===== src/rtl/cell_tx_pkg.sv =====
package cell_tx_pkg;
  typedef enum logic [1:0] {
    RT_NORMAL    = 2'b00,
    RT_PHY_LOOP  = 2'b01,
    RT_LINE_LOOP = 2'b10,
    RT_RESERVED  = 2'b11
  } route_e;

  localparam int unsigned CELL_LEN = 53;
endpackage


===== src/rtl/cell_ingress.sv =====
module cell_ingress
  import cell_tx_pkg::*;
#(
  parameter int unsigned CELL_BYTES = CELL_LEN,
  parameter int unsigned SLOTS      = 2,
  parameter int unsigned DATA_W     = 8,
  localparam int unsigned SLOT_W    = (SLOTS > 1) ? $clog2(SLOTS) : 1,
  localparam int unsigned OCC_W     = $clog2(SLOTS + 1),
  localparam int unsigned POS_W     = $clog2(CELL_BYTES)
) (
  input  logic              clk,
  input  logic              rst_n,
  input  logic              in_valid,
  input  logic [DATA_W-1:0] in_data,
  input  logic              in_soc,
  output logic              in_ready,
  output logic              cell_avail,
  input  logic              hold,
  input  logic              cell_hs,
  input  logic [1:0]        mode,
  input  logic [OCC_W-1:0]  stored_cnt,
  input  logic [SLOT_W-1:0] rd_slot,
  output logic              busy,
  output logic              wr_en,
  output logic [SLOT_W-1:0] wr_slot,
  output logic [POS_W-1:0]  wr_pos,
  output logic [DATA_W-1:0] wr_data,
  output logic              cell_done,
  output logic              done_loop
);
  localparam logic [POS_W-1:0] LAST_POS = POS_W'(CELL_BYTES - 1);

  logic              active;
  logic [SLOT_W-1:0] cur_slot;
  logic [POS_W-1:0]  pos;
  logic [SLOT_W-1:0] start_slot;
  logic              slot_free;
  logic              accept;

  always_comb begin
    int s;
    s = int'(rd_slot) + int'(stored_cnt);
    if (s >= int'(SLOTS)) s = s - int'(SLOTS);
    start_slot = SLOT_W'(s);
  end

  assign slot_free  = int'(stored_cnt) < int'(SLOTS);
  assign cell_avail = !hold && (int'(stored_cnt) + int'(active) < int'(SLOTS));
  assign in_ready   = active ? (cell_hs || !hold) : (!hold && slot_free);
  assign accept     = in_valid && in_ready;

  assign busy      = active;
  assign wr_en     = accept && (in_soc || active);
  assign wr_slot   = (in_soc && !active) ? start_slot : cur_slot;
  assign wr_pos    = in_soc ? '0 : pos;
  assign wr_data   = in_data;
  assign cell_done = accept && active && !in_soc && (pos == LAST_POS);
  assign done_loop = (mode == RT_PHY_LOOP);

  always_ff @(posedge clk or negedge rst_n) begin
    if (!rst_n) begin
      active   <= 1'b0;
      cur_slot <= '0;
      pos      <= '0;
    end else if (accept) begin
      if (in_soc) begin
        active   <= 1'b1;
        cur_slot <= wr_slot;
        pos      <= POS_W'(1);
      end else if (active) begin
        if (pos == LAST_POS) begin
          active <= 1'b0;
          pos    <= '0;
        end else begin
          pos <= pos + 1'b1;
        end
      end
    end
  end
endmodule


===== src/rtl/cell_store.sv =====
module cell_store #(
  parameter int unsigned CELL_BYTES = 53,
  parameter int unsigned SLOTS      = 2,
  parameter int unsigned DATA_W     = 8,
  localparam int unsigned SLOT_W    = (SLOTS > 1) ? $clog2(SLOTS) : 1,
  localparam int unsigned POS_W     = $clog2(CELL_BYTES)
) (
  input  logic              clk,
  input  logic              rst_n,
  input  logic              wr_en,
  input  logic [SLOT_W-1:0] wr_slot,
  input  logic [POS_W-1:0]  wr_pos,
  input  logic [DATA_W-1:0] wr_data,
  input  logic              cell_done,
  input  logic              done_loop,
  input  logic [SLOT_W-1:0] rd_slot,
  input  logic [POS_W-1:0]  rd_pos,
  output logic [DATA_W-1:0] rd_data,
  output logic              rd_loop
);
  logic [DATA_W-1:0] mem [SLOTS][CELL_BYTES];
  logic [SLOTS-1:0]  loop_flag;

  always_ff @(posedge clk) begin
    if (wr_en) mem[wr_slot][wr_pos] <= wr_data;
  end

  always_ff @(posedge clk or negedge rst_n) begin
    if (!rst_n)         loop_flag <= '0;
    else if (cell_done) loop_flag[wr_slot] <= done_loop;
  end

  assign rd_data = mem[rd_slot][rd_pos];
  assign rd_loop = loop_flag[rd_slot];
endmodule


===== src/rtl/cell_egress.sv =====
module cell_egress #(
  parameter int unsigned CELL_BYTES = 53,
  parameter int unsigned SLOTS      = 2,
  parameter int unsigned DATA_W     = 8,
  parameter int unsigned CNT_W      = 16,
  localparam int unsigned SLOT_W    = (SLOTS > 1) ? $clog2(SLOTS) : 1,
  localparam int unsigned OCC_W     = $clog2(SLOTS + 1),
  localparam int unsigned POS_W     = $clog2(CELL_BYTES)
) (
  input  logic              clk,
  input  logic              rst_n,
  input  logic              cell_done,
  input  logic [DATA_W-1:0] rd_data,
  input  logic              rd_loop,
  output logic [OCC_W-1:0]  stored_cnt,
  output logic [SLOT_W-1:0] rd_slot,
  output logic [POS_W-1:0]  rd_pos,
  output logic              line_valid,
  input  logic              line_ready,
  output logic [DATA_W-1:0] line_data,
  output logic              line_soc,
  output logic              loop_valid,
  input  logic              loop_ready,
  output logic [DATA_W-1:0] loop_data,
  output logic              loop_soc,
  output logic [CNT_W-1:0]  tx_count
);
  localparam logic [POS_W-1:0]  LAST_POS  = POS_W'(CELL_BYTES - 1);
  localparam logic [SLOT_W-1:0] LAST_SLOT = SLOT_W'(SLOTS - 1);

  logic have, take, fin;

  assign have       = (stored_cnt != '0);
  assign line_valid = have && !rd_loop;
  assign loop_valid = have && rd_loop;
  assign line_data  = rd_data;
  assign loop_data  = rd_data;
  assign line_soc   = (rd_pos == '0);
  assign loop_soc   = (rd_pos == '0);
  assign take       = (line_valid && line_ready) || (loop_valid && loop_ready);
  assign fin        = take && (rd_pos == LAST_POS);

  always_ff @(posedge clk or negedge rst_n) begin
    if (!rst_n) begin
      stored_cnt <= '0;
      rd_slot    <= '0;
      rd_pos     <= '0;
      tx_count   <= '0;
    end else begin
      if (cell_done && !fin)      stored_cnt <= stored_cnt + 1'b1;
      else if (!cell_done && fin) stored_cnt <= stored_cnt - 1'b1;
      if (take) begin
        if (fin) begin
          rd_pos   <= '0;
          rd_slot  <= (rd_slot == LAST_SLOT) ? '0 : rd_slot + 1'b1;
          tx_count <= tx_count + 1'b1;
        end else begin
          rd_pos <= rd_pos + 1'b1;
        end
      end
    end
  end
endmodule


===== src/rtl/cell_tx_buffer.sv =====
module cell_tx_buffer
  import cell_tx_pkg::*;
#(
  parameter int unsigned CELL_BYTES = CELL_LEN,
  parameter int unsigned SLOTS      = 2,
  parameter int unsigned DATA_W     = 8,
  parameter int unsigned CNT_W      = 16
) (
  input  logic              clk,
  input  logic              rst_n,
  input  logic              up_valid,
  output logic              up_ready,
  input  logic [DATA_W-1:0] up_data,
  input  logic              up_soc,
  output logic              cell_avail,
  input  logic              sw_hold,
  input  logic              cell_hs,
  input  logic [1:0]        route_mode,
  output logic              line_valid,
  input  logic              line_ready,
  output logic [DATA_W-1:0] line_data,
  output logic              line_soc,
  output logic              loop_valid,
  input  logic              loop_ready,
  output logic [DATA_W-1:0] loop_data,
  output logic              loop_soc,
  output logic [CNT_W-1:0]  tx_count
);
  localparam int unsigned SLOT_W = (SLOTS > 1) ? $clog2(SLOTS) : 1;
  localparam int unsigned OCC_W  = $clog2(SLOTS + 1);
  localparam int unsigned POS_W  = $clog2(CELL_BYTES);

  logic              busy, wr_en, cell_done, done_loop, rd_loop;
  logic [SLOT_W-1:0] wr_slot, rd_slot;
  logic [POS_W-1:0]  wr_pos, rd_pos;
  logic [DATA_W-1:0] wr_data, rd_data;
  logic [OCC_W-1:0]  stored_cnt;

  cell_ingress #(.CELL_BYTES(CELL_BYTES), .SLOTS(SLOTS), .DATA_W(DATA_W)) i_ingress (
    .clk(clk), .rst_n(rst_n),
    .in_valid(up_valid), .in_data(up_data), .in_soc(up_soc), .in_ready(up_ready),
    .cell_avail(cell_avail), .hold(sw_hold), .cell_hs(cell_hs), .mode(route_mode),
    .stored_cnt(stored_cnt), .rd_slot(rd_slot), .busy(busy),
    .wr_en(wr_en), .wr_slot(wr_slot), .wr_pos(wr_pos), .wr_data(wr_data),
    .cell_done(cell_done), .done_loop(done_loop)
  );

  cell_store #(.CELL_BYTES(CELL_BYTES), .SLOTS(SLOTS), .DATA_W(DATA_W)) i_store (
    .clk(clk), .rst_n(rst_n),
    .wr_en(wr_en), .wr_slot(wr_slot), .wr_pos(wr_pos), .wr_data(wr_data),
    .cell_done(cell_done), .done_loop(done_loop),
    .rd_slot(rd_slot), .rd_pos(rd_pos), .rd_data(rd_data), .rd_loop(rd_loop)
  );

  cell_egress #(.CELL_BYTES(CELL_BYTES), .SLOTS(SLOTS), .DATA_W(DATA_W), .CNT_W(CNT_W)) i_egress (
    .clk(clk), .rst_n(rst_n), .cell_done(cell_done),
    .rd_data(rd_data), .rd_loop(rd_loop),
    .stored_cnt(stored_cnt), .rd_slot(rd_slot), .rd_pos(rd_pos),
    .line_valid(line_valid), .line_ready(line_ready), .line_data(line_data), .line_soc(line_soc),
    .loop_valid(loop_valid), .loop_ready(loop_ready), .loop_data(loop_data), .loop_soc(loop_soc),
    .tx_count(tx_count)
  );
endmodule


===== config.mk =====
export PLATFORM = sky130hd
export DESIGN_NAME = cell_tx_buffer
export DESIGN_NICKNAME = d
export VERILOG_FILES = /design/src/rtl/cell_tx_pkg.sv /design/src/rtl/cell_ingress.sv /design/src/rtl/cell_store.sv /design/src/rtl/cell_egress.sv /design/src/rtl/cell_tx_buffer.sv
export SDC_FILE = /design/constraint.sdc
export NUM_CORES = 1
export LEC_CHECK = 0
export ABC_AREA = 1
export BUFFER_PORTS_ARGS = -buffer_cell sky130_fd_sc_hd__buf_2
export CORE_UTILIZATION = 40
export CTS_CLUSTER_SIZE = 14
export DETAILED_ROUTE_END_ITERATION = 12
export PLACE_DENSITY = 0.58
export SETUP_SLACK_MARGIN = 0.3
export SYNTH_ARGS = -nofsm -noshare
export SYNTH_HDL_FRONTEND = slang
export SYNTH_SLANG_ARGS = --single-unit

===== constraint.sdc =====
create_clock -name clk -period 3.2 [get_ports clk]
set_input_delay 0.16 -clock clk [delete_from_list [all_inputs] [get_ports clk]]
set_output_delay 0.16 -clock clk [all_outputs]
set_load 0.1 [all_outputs]

Word level (Yosys, flattened, before mapping)
Memories as Yosys holds them, arrays and structs flattened.
Cells that the tools add are included.
{"block": "classes", "order_cmp": 9, "mux": 26, "n_addsub": 9, "n_eq_ne": 3, "n_reduce_logical": 33, "bitwise": 2}
{"cell": "$mux W424", "n": 1}
{"cell": "$bmux W8 S6", "n": 1}
{"cell": "$demux W8 S6", "n": 1}
{"cell": "$lt A32 B3 Y1 const B", "n": 1}
{"cell": "$mux W6", "n": 5}
{"cell": "$mux W8", "n": 3}
{"cell": "$logic_and A1 B1 Y1", "n": 17}
{"cell": "$add A16 B1 Y16 const B", "n": 1}
{"cell": "$ge A7 B7 Y1 const B", "n": 2}
{"cell": "$not A6 Y7", "n": 2}
{"cell": "$add A6 B1 Y6 const B", "n": 2}
{"cell": "$eq A6 B6 Y1 const B", "n": 2}
{"cell": "$mux W1", "n": 11}
{"cell": "$lt A7 B1 Y1 const B", "n": 1}
{"cell": "$logic_not A1 Y1", "n": 6}
{"cell": "$logic_not A6 Y1", "n": 1}
{"cell": "$reduce_and A2 Y1", "n": 3}
{"cell": "$reduce_bool A2 Y1", "n": 3}
{"cell": "$lt A1 B2 Y1 const B", "n": 2}
{"cell": "$mux W2", "n": 2}
{"cell": "$add A1 B2 Y3", "n": 1}
{"cell": "$add A2 B1 Y3", "n": 1}
{"cell": "$ge A3 B2 Y1 const B", "n": 1}
{"cell": "$logic_or A1 B1 Y1", "n": 3}
{"cell": "other kinds (9)", "n": 9}
{"block": "totals", "mem_count": 1, "wordCells": 91, "ram_bits": 848, "register_bits": 35}
{"memory": "i_store.mem", "words": 2, "word_bits": 424, "rd": 1, "rd_ports_with_merged_regs": 0, "write_ports": 1, "line_no": "cell_store.sv:21", "rtl": "logic [DATA_W-1:0] mem [SLOTS][CELL_BYTES];"}

Depth between registers and ports, before layout
{"block": "depth", "ltp_word": 11, "depth_mapped": 16, "depth_no_buf": 12}

Modules after synthesis
Synthesis repeated with hierarchy kept, for this count alone.
{"block": "hier_totals", "hier_cells": 3704, "area_unflattened_um2": 38207.9}
{"mod": "cell_store", "area_per_inst_um2": 35952.0, "instances": 1, "cells_each": 3396}
{"mod": "cell_egress", "area_per_inst_um2": 1587.8, "instances": 1, "cells_each": 212}
{"mod": "cell_ingress", "area_per_inst_um2": 668.1, "instances": 1, "cells_each": 96}

Worst setup path after synthesis
OpenSTA, ideal clock, no wires.
{"block": "synth_path", "path_kind": "register to register", "from": "register i_egress.stored_cnt[1]", "to": "memory i_store.mem[0][10] in the netlist's numbering (enable)", "setup_slack_ps": 310, "setup_time_ps": 383, "t_required_ps": 2817, "path_stages_with_launch": 9, "t_arrival_ps": 2506, "path_cell_list": "dfrtp_1 nor2_1 inv_1 nand2_1 nand2_1 a21oi_2 buf_4 nand2_1 nor3_1"}
{"block": "synth_via", "elab_chain_cells": 7}
{"element": "from (decl)", "line_no": "cell_egress.sv:15", "rtl": "output logic [OCC_W-1:0] stored_cnt,"}
{"element": "from (signal assigned)", "line_no": "cell_egress.sv:50", "rtl": "if (cell_done && !fin) stored_cnt <= stored_cnt + 1'b1;"}
{"element": "from (signal assigned)", "line_no": "cell_egress.sv:51", "rtl": "else if (!cell_done && fin) stored_cnt <= stored_cnt - 1'b1;"}
{"element": "$lt A2 B2 Y1", "line_no": "cell_ingress.sv:47", "rtl": "assign slot_free = int'(stored_cnt) < int'(SLOTS);"}
{"element": "$logic_and A1 B1 Y1", "line_no": "cell_ingress.sv:49", "rtl": "assign in_ready = active ? (cell_hs || !hold) : (!hold && slot_free);"}
{"element": "$mux W1", "line_no": "cell_ingress.sv:49"}
{"element": "via up_ready", "line_no": "cell_tx_buffer.sv:12", "rtl": "output logic up_ready,"}
{"element": "$logic_and A1 B1 Y1", "line_no": "cell_ingress.sv:50", "rtl": "assign accept = in_valid && in_ready;"}
{"element": "$logic_and A1 B1 Y1", "line_no": "cell_ingress.sv:53", "rtl": "assign wr_en = accept && (in_soc || active);"}
{"element": "$mux W1", "line_no": "cell_store.sv:25", "rtl": "if (wr_en) mem[wr_slot][wr_pos] <= wr_data;"}
{"element": "$mux W424 (not written as such)", "line_no": "cell_store.sv:25"}
{"element": "to (decl)", "line_no": "cell_store.sv:21"}
The timed path passes the listed nets, and every way through them passes these cells.

Worst setup path in the final report
{"block": "layout_path", "from": "register i_egress.rd_slot", "to": "output line_data[1]"}
{"block": "layout_via", "elab_chain_cells": 4}
{"element": "from (decl)", "line_no": "cell_egress.sv:16", "rtl": "output logic [SLOT_W-1:0] rd_slot,"}
{"element": "from (signal assigned)", "line_no": "cell_egress.sv:55", "rtl": "rd_slot <= (rd_slot == LAST_SLOT) ? '0 : rd_slot + 1'b1;"}
{"element": "$mem_v2 Z2 W424"}
{"element": "$bmux W8 S6", "line_no": "cell_store.sv:33", "rtl": "assign rd_data = mem[rd_slot][rd_pos];"}
{"element": "$mux W8 (not written as such) (2 in series)", "line_no": "cell_store.sv:33"}
{"element": "to (decl)", "line_no": "cell_tx_buffer.sv:21", "rtl": "output logic [DATA_W-1:0] line_data,"}
No other way between the ends. The select of a mux whose other input is x is not followed.

==> load_flow_metrics.sql <==
INSERT INTO impl_metrics (metric_group, metric, value, unit) VALUES
('run_status', 'run_status', 'complete, no violations', ''),
('layout', 'n_antenna_cell', '0', ''),
('clock_network', 'clock_path_buffers', '3', ''),
('setup_path', 'critical_path.endpoint_type', 'output pin', ''),
('grt', 'number_of_antenna_violations_at_the_first_check_in_global_routing', '2', ''),
('hold_path', 'min-delay-path-class', 'input pin to flip-flop', ''),
('placed_design', 'number_of_buffers_inserted_by_port_buffering', '55', ''),
('layout', 'multiInputGateArea', '0.01005', 'sq mm'),
('clock_network', 'cts_tree', 'built', ''),
('clock_network', 'numClockSinks', '883', ''),
('logic_synthesis', 'postSynthCellCount', '3794', ''),
('clock_network', 'clkLatencyLatePin', '650', 'ps'),
('setup_path', 'timing.critical_path.from_type', 'flip-flop', ''),
('grt', 'grt_util_all_layers', '22.38', '%'),
('drt', 'postRouteAntennaNets', '0', ''),
('die', 'floorplan.initialDensity', '40.49', '%'),
('layout', 'drive_above_1_share', '14.40', '%'),
('clock_network', 'clk_pin_slew_worst_paths', '70', 'ps'),
('die', 'num_rows', '113', ''),
('logic_synthesis', 'mappedNetlistNets', '3818', ''),
('logic_synthesis', 'yosysWarnings', '0', ''),
('grt', 'grt_first_pass_wirelength', '165.5', 'mm'),
('drt', 'vias', '27170', ''),
('drt', 'drt_wl_total', '109.9', 'mm'),
('timing', 'finalSetupViolCount', '0', ''),
('drt', 'remaining_drc_errors', '0', ''),
('logic_synthesis', 'ys_types', '37', ''),
('die', 'die_h', '312.6', 'um'),
('logic_synthesis', 'mappedNetlistArea', '0.03858', 'sq mm'),
('pwr', 'pwr_density', '896.1', 'mW/mm^2'),
('timing', 'min_period_over_period', '98.53', '%'),
('timing', 'max_freq', '317.2', 'MHz'),
('placed_design', 'finalWeightedCongestion', '0.8793', ''),
('grt', 'largest_net_degree_at_the_start_of_global_routing', '63', ''),
('die', 'die_area', '0.09770', 'sq mm'),
('setup_path', 'worst_ep_arrival_time', '2990', 'ps'),
('logic_synthesis', 'syn_area_per_cell', '10.17', 'sq um'),
('grt', 'grt_pass1_vias', '26360', ''),
('die', 'placeableCoreArea', '0.09529', 'sq mm'),
('placed_design', 'pre_cts_ws', '7.468', 'ps'),
('timing', 'relSlewSlack', '39.42', '%'),
('pwr', 'leakage', '0.01887', 'uW'),
('pwr', 'power.ir.vdd_worst', '1701', 'uV'),
('layout', 'register_area', '0.02635', 'sq mm'),
('drt', 'initialDrtViolationCount', '2729', ''),
('grt', 'grt_remaining_overflow', '0', ''),
('clock_network', 'clock_tree_root', 'clkbuf_16', ''),
('layout', 'final_net_count', '4027', ''),
('logic_synthesis', 'postSynthRegisterBits', '883', ''),
('layout', 'final_common_cell', 'nand2_1', ''),
('drt', 'dr_pass1_iterations', '6', ''),
('drt', 'vias_per_cell', '5.086', ''),
('layout', 'final_util', '48.50', '%'),
('setup_path', 'critPathMaxFanout', '16', ''),
('placed_design', 'place_hpwl', '62.66', 'mm'),
('drt', 'wire_per_inst', '20.57', 'um'),
('layout', 'layout-area-overhead-vs-synth', '19.80', '%'),
('clock_network', 'number_of_buffers_inserted_during_clock_tree_synthesis', '92', ''),
('timing', 'tightest_slew', '908.8', 'ps'),
('timing', 'hold_viol', '0', ''),
('die', 'io-pin-count', '56', ''),
('timing', 'rsz_0062_raised_after_global_routing', 'yes', ''),
('die', 'die_w', '312.6', 'um'),
('clock_network', 'htree_num_levels', '3', ''),
('layout', 'fill_cells', '8581', ''),
('layout', 'layout.cells.most_common_list', '1,080 x nand2_1, 848 x edfxtp_1, 448 x nor2_1', ''),
('logic_synthesis', 'yosysSeqAreaShare', '68.27', '%'),
('setup_path', 'setup.worst_path.class', 'flip-flop to output pin', ''),
('timing', 'drv_slew', '0', ''),
('timing', 'layout_setup_ws', '46.95', 'ps'),
('setup_path', 'crit_required', '3040', 'ps'),
('timing', 'finalClockSkew', '16.53', 'ps'),
('flow_run', 'cap_viol_max_count', '0', ''),
('timing', 'layout_min_cycle_time', '3153', 'ps');
repair_timing:
item / 4_1_cts / 5_1_grt
endpoints found under the setup margin: 18 / 30
gates cloned: 23 / 6
hold endpoints to repair: 39 / 0
hold buffers: 6 / 0
pin swaps: 50 / 58
buffers inserted: 14 / 0
resized for setup: 177 / 57
critical path, stage by stage, from the launching register on:
cell	delay [ps]
dfrtp_4	510
buf_4	150
buf_12	160
clkbuf_16	200
nand2_1	70
nand3_1	80
nand3_1	140
nand4_1	200
nor2_2	220
nand2_1	90
nand2_2	130
nand3_4	160
buf_12	210
per-layer routing:
layer	vias up	global-route usage, %	wire length, um
li1	12830	-	-
met1	13270	31.41	47870
met2	902	35.99	51720
met3	167	3.033	7006
met4	2	7.273	3302
met5	-	0	11
metrics by stage:
| step | cell area (sq um) | power (uW) | TNS [ps] | hold WS (ps) | instances |
|---|---|---|---|---|---|
| 6_report | 46220 | 41420 | 0 | 47.46 | 5342 |
| 5_1_grt | 46220 | 43160 | -78.09 | 45.67 | 5342 |
| 4_1_cts | 45910 | 41060 | 0 | 8.814 | 5336 |
| 3_5_place_dp | 41570 | 28170 | 0 | 326.1 | 5125 |
| 3_3_place_gp | 41570 | 28120 | 0 | 330.7 | 5125 |
| 2_1_floorplan | 38580 | 23300 | 0 | -135.6 | 3794 |
worst paths after layout:
path | from | end | slack, ps | depth (start not counted)
max | i_egress.rd_slot$_DFFE_PN0P_ | line_data[1] | 50 | 12
min | up_data[2] | i_store.mem[0][266]$_DFFE_PP_ | 50 | 1
max reg2reg | i_egress.rd_pos[0]$_DFFE_PN0P_ | i_egress.stored_cnt[1]$_DFFE_PN0P_ | 440 | 13
min reg2reg | i_store.loop_flag[1]$_DFFE_PN0P_ | i_store.loop_flag[1]$_DFFE_PN0P_ | 490 | 2
max in group asynchronous | rst_n | i_egress.rd_pos[0]$_DFFE_PN0P_ | 2350 | 2
min in group asynchronous | rst_n | i_egress.tx_count[10]$_DFFE_PN0P_ | 160 | 2
kinds of logic (layout without fill, tap and decap cells):
kind of cell               count (synthesis)  count (layout)  synth area share (%)
and+or+nand+nor                         2034            2034                 21.25
AOI/OAI and AO/OA                        208             208                 2.779
xor gates and xnor gates                  18              18                0.4086
DFF                                      883             883                 68.27
buffers and inverters                    645             928                 7.099
adders and majority gates                  6               6                0.1946
synthesized netlist by cell type, drive strengths merged:
cell type | instances | area share [%]
a211oi | 1 | 0.019
a21oi | 31 | 0.41
a22oi | 1 | 0.019
a31oi | 3 | 0.049
and3 | 1 | 0.016
buf | 172 | 2.5
clkbuf | 24 | 0.23
clkinv | 2 | 0.019
dfrtp | 35 | 2.3
edfxtp | 848 | 66
ha | 6 | 0.19
inv | 447 | 4.4
nand2 | 1152 | 11
nand3 | 356 | 4.6
nand3b | 1 | 0.019
nand4 | 12 | 0.19
nor2 | 473 | 4.6
nor3 | 36 | 0.52
nor4 | 3 | 0.049
o211ai | 2 | 0.039
o21a | 1 | 0.019
o21ai | 162 | 2.1
o22ai | 6 | 0.097
o32ai | 1 | 0.023
xnor2 | 4 | 0.091
xor2 | 14 | 0.32
report_power, final:
part | switching (uW) | total [uW] | internal (uW) | leakage [uW]
logic | 12000 | 17800 | 5810 | 0.00941
clock network | 4610 | 10600 | 5960 | 0.00142
registers | 217 | 13100 | 12900 | 0.00804
total | 16800 | 41400 | 24600 | 0.0189
state kept, by name, summed over array words and instances (netlist names), 2 cells and up:
signal	cells
i_egress.rd_pos	6
i_store.mem	848
i_egress.tx_count	16
i_egress.stored_cnt	2
i_ingress.pos	6
i_store.loop_flag	2
final cells by class:
class / instances / area share [%]
clock buffers: 116 / 5.241
clock inverters: 52 / 1.053
inverters: 449 / 3.744
multi-input cells: 2266 / 21.74
flip-flops and latches: 883 / 57.01
well taps: 1265 / 3.424
repair buffers: 305 / 7.626
repair inverters: 6 / 0.1678
(Power assumes the default switching activity.)
